### src/rtl/tx_seg_pkg.sv
package tx_seg_pkg;
    localparam int ADDR_W = 36;
    localparam int LO_W   = 32;
    localparam int HI_W   = ADDR_W - LO_W;

    typedef enum logic [1:0] {
        ST_IDLE   = 2'd0,
        ST_EMIT   = 2'd1,
        ST_REJECT = 2'd2
    } seg_state_e;
endpackage

### src/rtl/seg_len_check.sv
module seg_len_check #(
    parameter int LEN_W   = 16,
    parameter int SEG_MAX = 2047,
    parameter int MAX_ENT = 10
) (
    input  logic [LEN_W-1:0] len,
    output logic             refuse
);
    localparam logic [31:0] TOTAL_MAX = 32'(SEG_MAX * MAX_ENT);

    always_comb begin
        refuse = (len == '0) || (32'(len) > TOTAL_MAX);
    end
endmodule

### src/rtl/seg_step.sv
module seg_step
    import tx_seg_pkg::*;
#(
    parameter int LEN_W   = 16,
    parameter int ENT_W   = 11,
    parameter int SEG_MAX = 2047
) (
    input  logic              clk,
    input  logic              rst_n,
    input  logic              load,
    input  logic              step,
    input  logic [ADDR_W-1:0] load_addr,
    input  logic [LEN_W-1:0]  load_len,
    output logic [ADDR_W-1:0] cur_addr,
    output logic [ENT_W-1:0]  cur_len,
    output logic              is_last
);
    logic [LEN_W-1:0] remain;

    always_ff @(posedge clk) begin
        if (!rst_n) begin
            cur_addr <= '0;
            remain   <= '0;
        end else if (load) begin
            cur_addr <= load_addr;
            remain   <= load_len;
        end else if (step) begin
            cur_addr <= cur_addr + ADDR_W'(SEG_MAX);
            remain   <= remain - LEN_W'(SEG_MAX);
        end
    end

    always_comb begin
        is_last = (32'(remain) <= 32'(SEG_MAX));
        cur_len = is_last ? remain[ENT_W-1:0] : ENT_W'(SEG_MAX);
    end
endmodule

### src/rtl/tx_addr_seg.sv
module tx_addr_seg
    import tx_seg_pkg::*;
#(
    parameter int LEN_W   = 16,
    parameter int ENT_W   = 11,
    parameter int MAX_ENT = 10
) (
    input  logic              clk,
    input  logic              rst_n,
    input  logic              req_valid,
    output logic              req_ready,
    input  logic [35:0]       req_addr,
    input  logic [LEN_W-1:0]  req_len,
    output logic              ent_valid,
    input  logic              ent_ready,
    output logic [31:0]       ent_addr_lo,
    output logic [3:0]        ent_addr_hi,
    output logic [ENT_W-1:0]  ent_len,
    output logic              ent_last,
    output logic              req_err
);
    localparam int SEG_MAX = (1 << ENT_W) - 1;
    localparam int CNT_W   = $clog2(MAX_ENT + 1);

    seg_state_e state, state_nx;
    logic       refuse;
    logic       take_req;
    logic       take_ent;
    logic [ADDR_W-1:0] cur_addr;

    seg_len_check #(.LEN_W(LEN_W), .SEG_MAX(SEG_MAX), .MAX_ENT(MAX_ENT)) u_chk (
        .len    (req_len),
        .refuse (refuse)
    );

    seg_step #(.LEN_W(LEN_W), .ENT_W(ENT_W), .SEG_MAX(SEG_MAX)) u_step (
        .clk       (clk),
        .rst_n     (rst_n),
        .load      (take_req && !refuse),
        .step      (take_ent),
        .load_addr (req_addr),
        .load_len  (req_len),
        .cur_addr  (cur_addr),
        .cur_len   (ent_len),
        .is_last   (ent_last)
    );

    assign take_req = req_valid && req_ready;
    assign take_ent = ent_valid && ent_ready;

    always_ff @(posedge clk) begin
        if (!rst_n) state <= ST_IDLE;
        else        state <= state_nx;
    end

    always_comb begin
        state_nx = state;
        unique case (state)
            ST_IDLE:   if (take_req) state_nx = refuse ? ST_REJECT : ST_EMIT;
            ST_EMIT:   if (take_ent && ent_last) state_nx = ST_IDLE;
            ST_REJECT: state_nx = ST_IDLE;
            default:   state_nx = ST_IDLE;
        endcase
    end

    always_comb begin
        req_ready   = (state == ST_IDLE);
        ent_valid   = (state == ST_EMIT);
        req_err     = (state == ST_REJECT);
        ent_addr_lo = cur_addr[LO_W-1:0];
        ent_addr_hi = cur_addr[ADDR_W-1:LO_W];
    end

    // entries handed over in the current packet, assertion support only
    logic [CNT_W-1:0] sent_cnt;
    always_ff @(posedge clk) begin
        if (!rst_n || take_req) sent_cnt <= '0;
        else if (take_ent)      sent_cnt <= sent_cnt + 1'b1;
    end


    reset_state_chk: assert property (@(posedge clk)
        $past(!rst_n) && !rst_n |-> req_ready && !ent_valid && !req_err);


    entry_len_range_chk: assert property (@(posedge clk) disable iff (!rst_n)
        ent_valid |-> (ent_len != '0) && (ent_last || 32'(ent_len) == 32'(SEG_MAX)));


    entry_count_chk: assert property (@(posedge clk) disable iff (!rst_n)
        ent_valid |-> 32'(sent_cnt) < 32'(MAX_ENT));


    addr_advance_chk: assert property (@(posedge clk) disable iff (!rst_n)
        take_ent && !ent_last |=>
            {ent_addr_hi, ent_addr_lo} == $past({ent_addr_hi, ent_addr_lo}) + 36'(SEG_MAX));


    last_drop_chk: assert property (@(posedge clk) disable iff (!rst_n)
        take_ent && ent_last |=> !ent_valid);


    err_pulse_chk: assert property (@(posedge clk) disable iff (!rst_n)
        req_err |-> !ent_valid && !req_ready && $past(take_req));


    err_single_chk: assert property (@(posedge clk) disable iff (!rst_n)
        req_err |=> !req_err);


    stall_hold_chk: assert property (@(posedge clk) disable iff (!rst_n)
        ent_valid && !ent_ready |=>
            ent_valid && $stable(ent_addr_lo) && $stable(ent_addr_hi)
            && $stable(ent_len) && $stable(ent_last));


    ready_excl_chk: assert property (@(posedge clk) disable iff (!rst_n)
        req_ready |-> !ent_valid && !req_err);
endmodule

### config.mk
export PLATFORM = sky130hd
export DESIGN_NAME = tx_addr_seg
export DESIGN_NICKNAME = d
export VERILOG_FILES = /design/src/rtl/tx_seg_pkg.sv /design/src/rtl/seg_len_check.sv /design/src/rtl/seg_step.sv /design/src/rtl/tx_addr_seg.sv
export SDC_FILE = /design/constraint.sdc
export NUM_CORES = 1
export LEC_CHECK = 0
export ABC_AREA = 1
export BUFFER_PORTS_ARGS = -buffer_cell sky130_fd_sc_hd__buf_4
export CAP_MARGIN = 20
export CORE_UTILIZATION = 35
export DETAILED_ROUTE_END_ITERATION = 8
export MAX_ROUTING_LAYER = met4
export PLACE_DENSITY_LB_ADDON = 0.1
export SLEW_MARGIN = 15
export SYNTH_ARGS = -nofsm -noshare
export SYNTH_HDL_FRONTEND = slang
export SYNTH_SLANG_ARGS = --single-unit
### constraint.sdc
create_clock -name clk -period 2.3 [get_ports clk]
set_input_delay 0.46 -clock clk [delete_from_list [all_inputs] [get_ports clk]]
set_output_delay 0.46 -clock clk [all_outputs]
set_load 0.05 [all_outputs]
Word-level counts from Yosys, hierarchy flattened
Index checks and enable logic that the tools add are counted.
{"block": "totals", "reg_bits": 54, "elab_cells": 30}
{"block": "classes", "n_reduce_logical": 10, "n_eq_ne": 4, "addsub": 2, "muxes": 9, "n_lt_le_gt_ge": 2}
{"op": "36-bit two-way mux", "count": 2}
{"op": "36-bit by 11-bit adder with 36-bit output (second input constant)", "count": 1}
{"op": "16-bit two-way mux", "count": 2}
{"op": "16-bit by 15-bit > comparator with 1-bit output (second input constant)", "count": 1}
{"op": "16-bit by 11-bit <= comparator with 1-bit output (second input constant)", "count": 1}
{"op": "16-bit zero test", "count": 1}
{"op": "16-bit by 11-bit subtractor with 16-bit output (second input constant)", "count": 1}
{"op": "11-bit two-way mux", "count": 1}
{"op": "2-bit two-way mux", "count": 3}
{"op": "1-bit logical AND", "count": 4}
{"op": "2-bit by 1-bit inequality test with 1-bit output (second input constant)", "count": 2}
{"op": "2-bit case mux with 2 select lines", "count": 1}
{"op": "2-bit by 1-bit equality test with 1-bit output (second input constant)", "count": 1}
{"op": "2-bit equality test (second input constant)", "count": 1}
{"op": "2-bit zero test", "count": 1}
{"op": "2-bit AND reduction", "count": 1}
{"op": "2-bit nonzero test", "count": 1}
{"op": "1-bit zero test", "count": 1}
{"op": "1-bit logical OR", "count": 1}

Depth between registers and ports, before layout
Gate-level depths: netlist (run 1).
{"block": "depth", "depth_word": 5, "mapped_depth": 13, "mapped_depth_nobuf": 13}

Hierarchy
A second synthesis (run 1) with hierarchy kept.
{"block": "unflattened", "cells_unflattened": 632, "area_unflattened_um2": 3891.2}
{"module": "seg_step", "area_per_inst_um2": 3599.7, "seq_area_each_um2": 1041.0, "cells_per_inst": 575, "n_inst": 1}
{"module": "seg_len_check", "area_per_inst_um2": 165.2, "seq_area_each_um2": 0.0, "cells_per_inst": 39, "n_inst": 1}
{"module": "tx_addr_seg", "area_per_inst_um2": 126.4, "seq_area_each_um2": 40.0, "cells_per_inst": 18, "n_inst": 1}

Worst setup path after synthesis (run 1)
OpenSTA, ideal clock, no wires.
{"block": "synth_path", "path_kind": "reg-to-output", "startpoint": "reg u_step.remain[11]", "endpoint": "out ent_len[1]", "n_path_buf": 1, "t_arrival_ps": 1981, "required_ps": 1840, "path_slack_ps": -141, "path_stages_with_launch": 8, "path_cell_list": "dfxtp_1 -> inv_1 -> nand2_1 -> nor3_1 -> nand2_1 -> inv_1 -> clkbuf_1 -> nand2_1"}
{"block": "synth_between", "elab_chain_len": 2}
{"item": "start: declaration", "line": "seg_step.sv:18", "text": "logic [LEN_W-1:0] remain;"}
{"item": "start signal: assignment", "line": "seg_step.sv:26", "text": "remain <= load_len;"}
{"item": "start signal: assignment", "line": "seg_step.sv:29", "text": "remain <= remain - LEN_W'(SEG_MAX);"}
{"item": "16-bit by 11-bit <= comparator with 1-bit output", "line": "seg_step.sv:34", "text": "is_last = (32'(remain) <= 32'(SEG_MAX));"}
{"item": "named net ent_last", "line": "tx_addr_seg.sv:19", "text": "output logic ent_last,"}
{"item": "11-bit two-way mux", "line": "seg_step.sv:35", "text": "cur_len = is_last ? remain[ENT_W-1:0] : ENT_W'(SEG_MAX);"}
{"item": "end: declaration", "line": "tx_addr_seg.sv:18", "text": "output logic [ENT_W-1:0] ent_len,"}
The timed path passes the listed nets, and every way through them passes these cells.

Worst setup path in the final report (run 1)
{"block": "layout_path", "startpoint": "reg u_step.remain[11]", "endpoint": "out ent_len[3]"}
{"block": "layout_between", "elab_chain_len": 2}
{"item": "16-bit by 11-bit <= comparator with 1-bit output", "line": "seg_step.sv:34"}
{"item": "11-bit two-way mux", "line": "seg_step.sv:35"}
Every way passes these cells.

==> Implementation_results.wiki, run 1 <==
{| class="wikitable"
! Metric !! Value
|-
| Post-DRT Antenna Nets || 0
|-
| Number of standard cells after synthesis || roughly 780
|-
| Worst Min Path Start || req_addr[0]
|-
| Clock Tree Root || clkbuf_16
|-
| Most used cells in the layout excluding fill and tap cells || 215 x nand2_1, 185 x nor2_1, 115 x buf_4
|-
| H-tree depth reported by CTS || 2
|-
| Share of the synthesized area in compound gates (AO/OA/AOI/OAI) || 0.03724
|-
| Combinational family with the most area after synthesis || simple AND/OR/NAND/NOR gates
|-
| Final worst clock skew || 4.594 ps
|-
| Synth Area in Simple Gates || 0.5560
|-
| Number of max-capacitance violations reported || 0
|-
| Die height || 112.4 µm
|-
| Path type of the worst setup path || reg -> out
|-
| Largest voltage drop on the vdd net || about 310 µV
|-
| 1st-pass router iterations || 5
|-
| Tightest Pin Transition || slightly below 500 ps
|-
| Initial core utilization || 0.3658
|-
| Core Area || 11660 µm²
|-
| Post-Route WL || approximately 15000 µm
|-
| Worst Setup End Kind || output pin
|-
| Largest buffer count on any clock path || 2
|-
| Number of antenna repair diodes || 0
|-
| Synthesized area per cell || 5.491 µm²
|-
| Yosys Warn Count || 0
|-
| Clock transition at the registers of the reported paths || about 70 ps
|-
| Area contributors post-synth || dfxtp_1 25%, nand2_1 19%, nor2_1 16%
|-
| Path type of the worst min-delay path || in -> reg
|-
| Final period demand of the worst path || between 2000 and 2500 ps
|-
| Pin count of the biggest net entering global routing || 45
|-
| Result of the run || finished clean
|-
| Vias per std cell || 5.066
|-
| Final-layout worst hold slack || approximately 450 ps
|-
| Commonest non-fill, non-tap cell in the layout || nand2_1
|-
| Share of the synthesized area in the top cell type || 0.2534
|-
| Worst Path Required || 1840 ps
|-
| Max Fclk || 459.1 MHz
|-
| Final-stage net count || 929
|-
| Average wire per standard cell || 14.34 µm
|-
| Total power per unit cell area || 558.6 nW/µm²
|-
| Final setup fails || 0
|-
| Fraction of layout cells with a size suffix above 1 || 0.1561
|-
| Number of distinct library cell variants in the gate-level netlist after synthesis || 28
|-
| Multiplexer fraction of the synthesized cell area || 0
|-
| Launching element of the worst setup path || u_step.remain[11]$_SDFFE_PN0P_
|-
| Number of antenna violations at the first check in global routing || 0
|-
| Via count of the first global-routing pass || 4666
|-
| Overall via count from detail_route || ~5.1k
|-
| Setup Total Neg Slack || 0 ps
|-
| RSZ-0062 raised after global routing || no
|-
| # DRC || 0
|-
| Post-CTS Setup Inserts || 0
|-
| XOR/XNOR Fraction of Synth Area || 0.02874
|-
| Area share of fa/ha/maj cells after synthesis || 0.005865
|-
| Global-route usage over all layers || 0.2420
|-
| Reg-to-reg startpoint || u_step.cur_addr[0]$_SDFFE_PN0P_
|-
| Endpoints failing hold || 0
|-
| Sum of overflow across all layers after global routing || 0
|-
| CTS tree || built
|-
| DP Wirelength || 10700 µm
|-
| Cell Area, Synth || 4267 µm²
|-
| Rel. slew slack || 0.6730
|-
| Startpoint type of the worst setup path || register
|-
| First-pass GRT wire length || roughly 24000 µm
|-
| X dimension of the die || 112.4 µm
|-
| Number of I/O pins || 107
|-
| Global placer's final weighted congestion || 0.9383
|-
| Number of input and output port buffers inserted || 106
|-
| Num rows || 39
|-
| Highest net fanout along the worst path || 6
|-
| DRT iter0 DRCs || between 400 and 500
|-
| Sequential-to-total area share from yosys stat || 0.2534
|-
| Cts bufs inserted || 5
|-
| Cell type with the highest aggregate area in the netlist || dfxtp_1
|-
| Leakage power total || approximately 2.7 nW
|-
| FF+latch count, synth || 54
|-
| Fillers || roughly 1.3k
|-
| Count of clock tree sinks || 54
|-
| Die area || roughly 13000 µm²
|-
| Area growth from synthesis to layout || 25.75%
|-
| Final cell count without fillers || 1014
|-
| Latest clock arrival within the worst-skew pair || roughly 300 ps
|-
| Critical Path AT || approximately 1700 ps
|-
| Total count of max-transition violations in the final report || 0
|-
| Share of the clock period used by the worst path after layout || 0.9469
|-
| Mapped Nets || between 800 and 900
|-
| Cell Count Post-Placement || 1006
|}
metrics by stage:
step / setup WS [ps] / instance area [µm²] / power, mW / utilization
floorplan: 220.6 / 4268 / 1.858 / -
global placement: 165.5 / 5214 / 2.232 / 0.4471
detailed placement: 161.5 / 5214 / 2.242 / 0.4471
CTS: 122.1 / 5365 / 3.022 / 0.4600
global route: 43.34 / 5365 / 3.152 / 0.4600
finish: 122.0 / 5365 / 2.997 / 0.4600
cell families (layout without fill, tap and decap cells):
family | count (synthesis) | count (layout)
xor+xnor | 14 | 14
simple gates | 554 | 554
buf+inv | 125 | 219
compound gates | 28 | 28
fa+ha+maj | 2 | 2
flops | 54 | 54
metal layers:
layer	wire, µm	global-route usage
met1	7046	0.3241
met2	6564	0.3913
met3	794	0.02808
met4	131	0.05511
met5	0	-
sequential cells by signal, summed over array words and instances (netlist names):
signal	cells
u_step.cur_addr	36
u_step.remain	16
state	2
worst paths after layout:
| kind | to | slack, ps | cells after the start |
|---|---|---|---|
| min reg2reg | u_step.remain[14]$_SDFFE_PN0P_ | 540 | 2 |
| max | ent_len[3] | 120 | 7 |
| min | u_step.cur_addr[0]$_SDFFE_PN0P_ | 450 | 3 |
| max reg2reg | u_step.cur_addr[28]$_SDFFE_PN0P_ | 350 | 11 |
layout make-up:
cell class | count | area (µm²) | share of cell area
multi-input combinational | 598 | 2689 | 0.5012
tap | 143 | 178.9 | 0.03335
inverter | 93 | 352.8 | 0.06576
sequential | 54 | 1081 | 0.2015
timing repair buffer | 118 | 923.4 | 0.1721
clock buffer | 7 | 132.6 | 0.02472
timing repair inverter | 1 | 7.507 | 0.001399
cell usage after synthesis:
library cell	instances
a211oi_1	2
a21oi_1	12
a21oi_4	1
and2_1	2
and3_1	2
buf_1	4
buf_2	9
buf_4	5
buf_6	1
clkbuf_1	13
dfxtp_1	54
ha_1	2
inv_1	91
inv_2	2
nand2_1	216
nand2_2	3
nand3_1	75
nand3_4	1
nand3b_1	2
nand4_1	59
nor2_1	186
nor2_2	1
nor3_1	6
o211ai_1	1
o21ai_0	8
o21ai_1	4
or2_1	1
xor2_1	14
report_power, final:
part           switching, mW  internal [mW]
Sequential            0.0722          0.990
Clock                  0.364          0.401
Combinational          0.812          0.358
worst max-delay path, cell delays in order (launching register included):
cell	delay, ps
dfxtp_1	360
inv_1	130
nand2_1	120
nor3_2	190
nand2_2	170
clkinvlp_4	180
nand2_1	80
buf_4	190
what timing repair did:
item / CTS / global route
endpoints found under the setup margin: 12 / 0
hold endpoints to repair: 0 / 0
resized for setup: 4 / 0
hold buffers: 0 / 0
Power figures use the tool's default switching activity.
==> run 2: changes to the inputs <==
- CAP_MARGIN: 20 -> 10
- CORE_UTILIZATION: 35 -> 40
- SYNTH_HIERARCHICAL: not set -> 1
==> Implementation_results.wiki, run 2 <==
{| class="wikitable"
! Metric !! Value
|-
| Setup Total Neg Slack || 0 ps
|-
| Rel. slew slack || 0.7110
|-
| Share of the synthesized area in the top cell type || 0.2778
|-
| Area contributors post-synth || dfxtp_1 28%, nand2_1 19%, inv_1 6.7%
|-
| Number of max-capacitance violations reported || 0
|-
| Number of I/O pins || 107
|-
| X dimension of the die || a little over 100 µm
|-
| Sum of overflow across all layers after global routing || 0
|-
| Clock Tree Root || clkbuf_8
|-
| Worst Setup End Kind || output pin
|-
| Largest voltage drop on the vdd net || between 200 and 250 µV
|-
| Reg-to-reg startpoint || state[0]$_SDFFE_PN0P_
|-
| Global-route layer with the greatest usage || met2
|-
| Die area || 10130 µm²
|-
| Post-Route WL || 11840 µm
|-
| First-pass GRT wire length || 19320 µm
|-
| Number of antenna violations at the first check in global routing || 0
|-
| Number of distinct library cell variants in the gate-level netlist after synthesis || 38
|-
| Most frequent cell after synthesis || nand2_1
|-
| Met3 routing resource usage after global routing || 0.02635
|-
| Most used DFF post-synth || dfxtp_1
|-
| Cell Count Post-Placement || 858
|-
| Max Fclk || 472.3 MHz
|-
| Most used cells in the layout excluding fill and tap cells || 195 x nand2_1, 117 x buf_4, 69 x inv_1
|-
| Overall via count from detail_route || 4409
|-
| Worst hold path stage count || 3
|-
| Initial core utilization || 0.4172
|-
| Largest register FFs || 36
|-
| Path type of the worst setup path || reg -> out
|-
| Cell type with the highest aggregate area in the netlist || dfxtp_1
|-
| RSZ-0062 raised after global routing || no
|-
| Fillers || approximately 990
|-
| # DRC || 0
|-
| Average wire per standard cell || ~14 µm
|-
| Register ranked first by flip-flop count || u_step/cur_addr
|-
| Path type of the worst min-delay path || in -> reg
|-
| Global-route usage over all layers || 0.2464
|-
| FF+latch count, synth || between 50 and 60
|-
| Total power per unit cell area || 544.8 nW/µm²
|-
| Count of clock tree sinks || 54
|-
| DRT iter0 DRCs || 207
|-
| CTS tree || built
|-
| Fraction of layout cells with a size suffix above 1 || 0.2429
|-
| Cts bufs inserted || 5
|-
| Min-Delay Endpoint || u_step/remain[1]$_SDFFE_PN0P_
|-
| Most used standard cells in the synthesized netlist || 195 x nand2_1, 69 x inv_1, 57 x nor2_1, 54 x dfxtp_1, 46 x nand3_1
|-
| Final worst clock skew || 7.666 ps
|-
| Highest net fanout along the worst path || 10
|-
| Final period demand of the worst path || 2117 ps
|-
| Num rows || 35
|-
| Number of standard cells after synthesis || 632
|-
| Final core utilization || 0.5297
|-
| Result of the run || finished clean
|-
| Largest buffer count on any clock path || 2
|-
| Largest registers || u_step/cur_addr x36, u_step/remain x16, state x2
|-
| Clock transition at the registers of the reported paths || around 100 ps
|-
| Placed cell areas || 4847 µm²
|-
| Final setup fails || 0
|-
| Worst Path Required || 1840 ps
|-
| Delay of the slowest cell on the worst path || 360 ps
|-
| Commonest non-fill, non-tap cell in the layout || nand2_1
|-
| PnR Total Power || 2.692 mW
|-
| Tightest Pin Transition || about 430 ps
|-
| Leakage power total || ~2.2 nW
|-
| Area growth from synthesis to layout || 26.98%
|-
| Core Area || 9328 µm²
|-
| Series of cell instances along the critical path || inv_1, nand2_1, inv_1, nand2_1, nor2_2, buf_4, nand2_1, buf_4
|-
| Setup slack of the worst register-to-register path || 380 ps
|-
| 1st-pass router iterations || 5
|-
| Synthesized area per cell || 6.157 µm²
|-
| DP Wirelength || 9219 µm
|-
| Total count of max-transition violations in the final report || 0
|-
| Vias per std cell || 5.091
|-
| Post-CTS Setup Inserts || 0
|-
| Die height || 100.6 µm
|-
| Number of buffer and inverter instances along the worst setup path || 4
|-
| Latest clock arrival within the worst-skew pair || 310 ps
|-
| Cells on worst reg2reg path || 8
|-
| Share of the clock period used by the worst path after layout || 0.9206
|-
| Cell seen most often among critical-path stages || nand2_1
|-
| Endpoints failing hold || 0
|-
| Cell class contributing the biggest share of worst-path delay || buffers and inverters
|-
| Yosys Warn Count || 6
|-
| Final-stage net count || 794
|-
| Post-DRT Antenna Nets || 0
|-
| Final cell count without fillers || 866
|-
| EDFF count, synth || 0
|-
| H-tree depth reported by CTS || 2
|-
| Post-route design area || 4941 µm²
|-
| Mapped Nets || 690
|-
| Via count of the first global-routing pass || about 4.0k
|-
| Proportion of register bits with asynchronous set or reset after synthesis || 0
|-
| Global routing usage on met2 || 0.3920
|-
| Met1 usage in global routing || 0.3428
|-
| Cell Area, Synth || 3891 µm²
|-
| Number of input and output port buffers inserted || 106
|-
| Number of antenna repair diodes || 0
|-
| Pin count of the biggest net entering global routing || 28
|-
| Max stage delay cell, worst path || dfxtp_1
|-
| Global placer's final weighted congestion || 0.9167
|-
| Critical Path AT || 1660 ps
|-
| Startpoint type of the worst setup path || register
|-
| Worst Min Path Start || rst_n
|-
| R2R Path End || u_step/cur_addr[6]$_SDFFE_PN0P_
|-
| Sequential-to-total area share from yosys stat || 0.2778
|}
==> run 2: changes by cell type after synthesis, sizes merged, moves of 15 or more <==
cell | before | now
a31oi | 0 | 15
inv | 93 | 75
nor2 | 187 | 77
nand4 | 59 | 8
a22oi | 0 | 28
nand3 | 76 | 48
a21oi | 13 | 39
==> run 2: power breakdown <==
group | internal (mW) | switching [mW]
registers | 0.990 | 0.0826
logic | 0.344 | 0.708
clock network | 0.244 | 0.323
total | 1.58 | 1.11
==> run 2: worst max-delay path by stage <==
stage	start	to	slack (ps)	depth (start not counted)
5_1_grt	u_step/remain[11]$_SDFFE_PN0P_	ent_len[0]	50	8
3_3_place_gp	req_len[13]	u_step/cur_addr[12]$_SDFFE_PN0P_	120	16
3_5_place_dp	req_len[9]	u_step/cur_addr[6]$_SDFFE_PN0P_	20	14
4_1_cts	u_step/remain[11]$_SDFFE_PN0P_	ent_len[0]	70	8
2_1_floorplan	u_step/remain[11]$_SDFFE_PN0P_	ent_len[1]	330	7
6_report	u_step/remain[11]$_SDFFE_PN0P_	ent_len[0]	180	8
==> run 2: cells by family after synthesis <==
kind of cell,synth area share
compound gates,0.1772
xor+xnor,0.03151
flops,0.2778
simple gates,0.4071
buf+inv,0.1000
fa+ha+maj,0.006430
==> run 2: repair_timing <==
| action | in CTS | in global routing |
|---|---|---|
| hold buffers | 0 | 0 |
| endpoints found under the setup margin | 0 | 9 |
| resized for setup | 0 | 1 |
==> run 2: worst min-delay path, delay by kind of cell <==
kind / cells / cell delay [ps]
AND/OR/NAND/NOR: 1 / 60
buffers and inverters: 2 / 180
==> run 2: per-stage QoR <==
stage                     hold WS [ps]  setup WS [ps]
after floorplan                  467.3          332.2
after global routing             421.0          52.94
after global placement           496.8          119.3
final                            412.7          182.6
after detailed placement         489.2          16.77
after CTS                        404.8          67.73
==> run 2: per-layer routing <==
| layer | vias up | part of all wire |
|---|---|---|
| li1 | 2261 | - |
| met1 | 2020 | 0.49 |
| met2 | 124 | 0.46 |
| met3 | 4 | 0.046 |
| met4 | 0 | 0.0042 |
| met5 | - | 0 |
==> run 2: layout make-up <==
| type | count | area [µm²] | area share |
|---|---|---|---|
| clock buffers | 7 | 86.33 | 0.01747 |
| clock inverters | 1 | 5.005 | 0.001013 |
| flip-flops and latches | 54 | 1081 | 0.2188 |
| well taps | 129 | 161.4 | 0.03267 |
| repair buffers | 118 | 898.4 | 0.1818 |
| multi-input cells | 481 | 2424 | 0.4905 |
| inverters | 76 | 285.3 | 0.05774 |
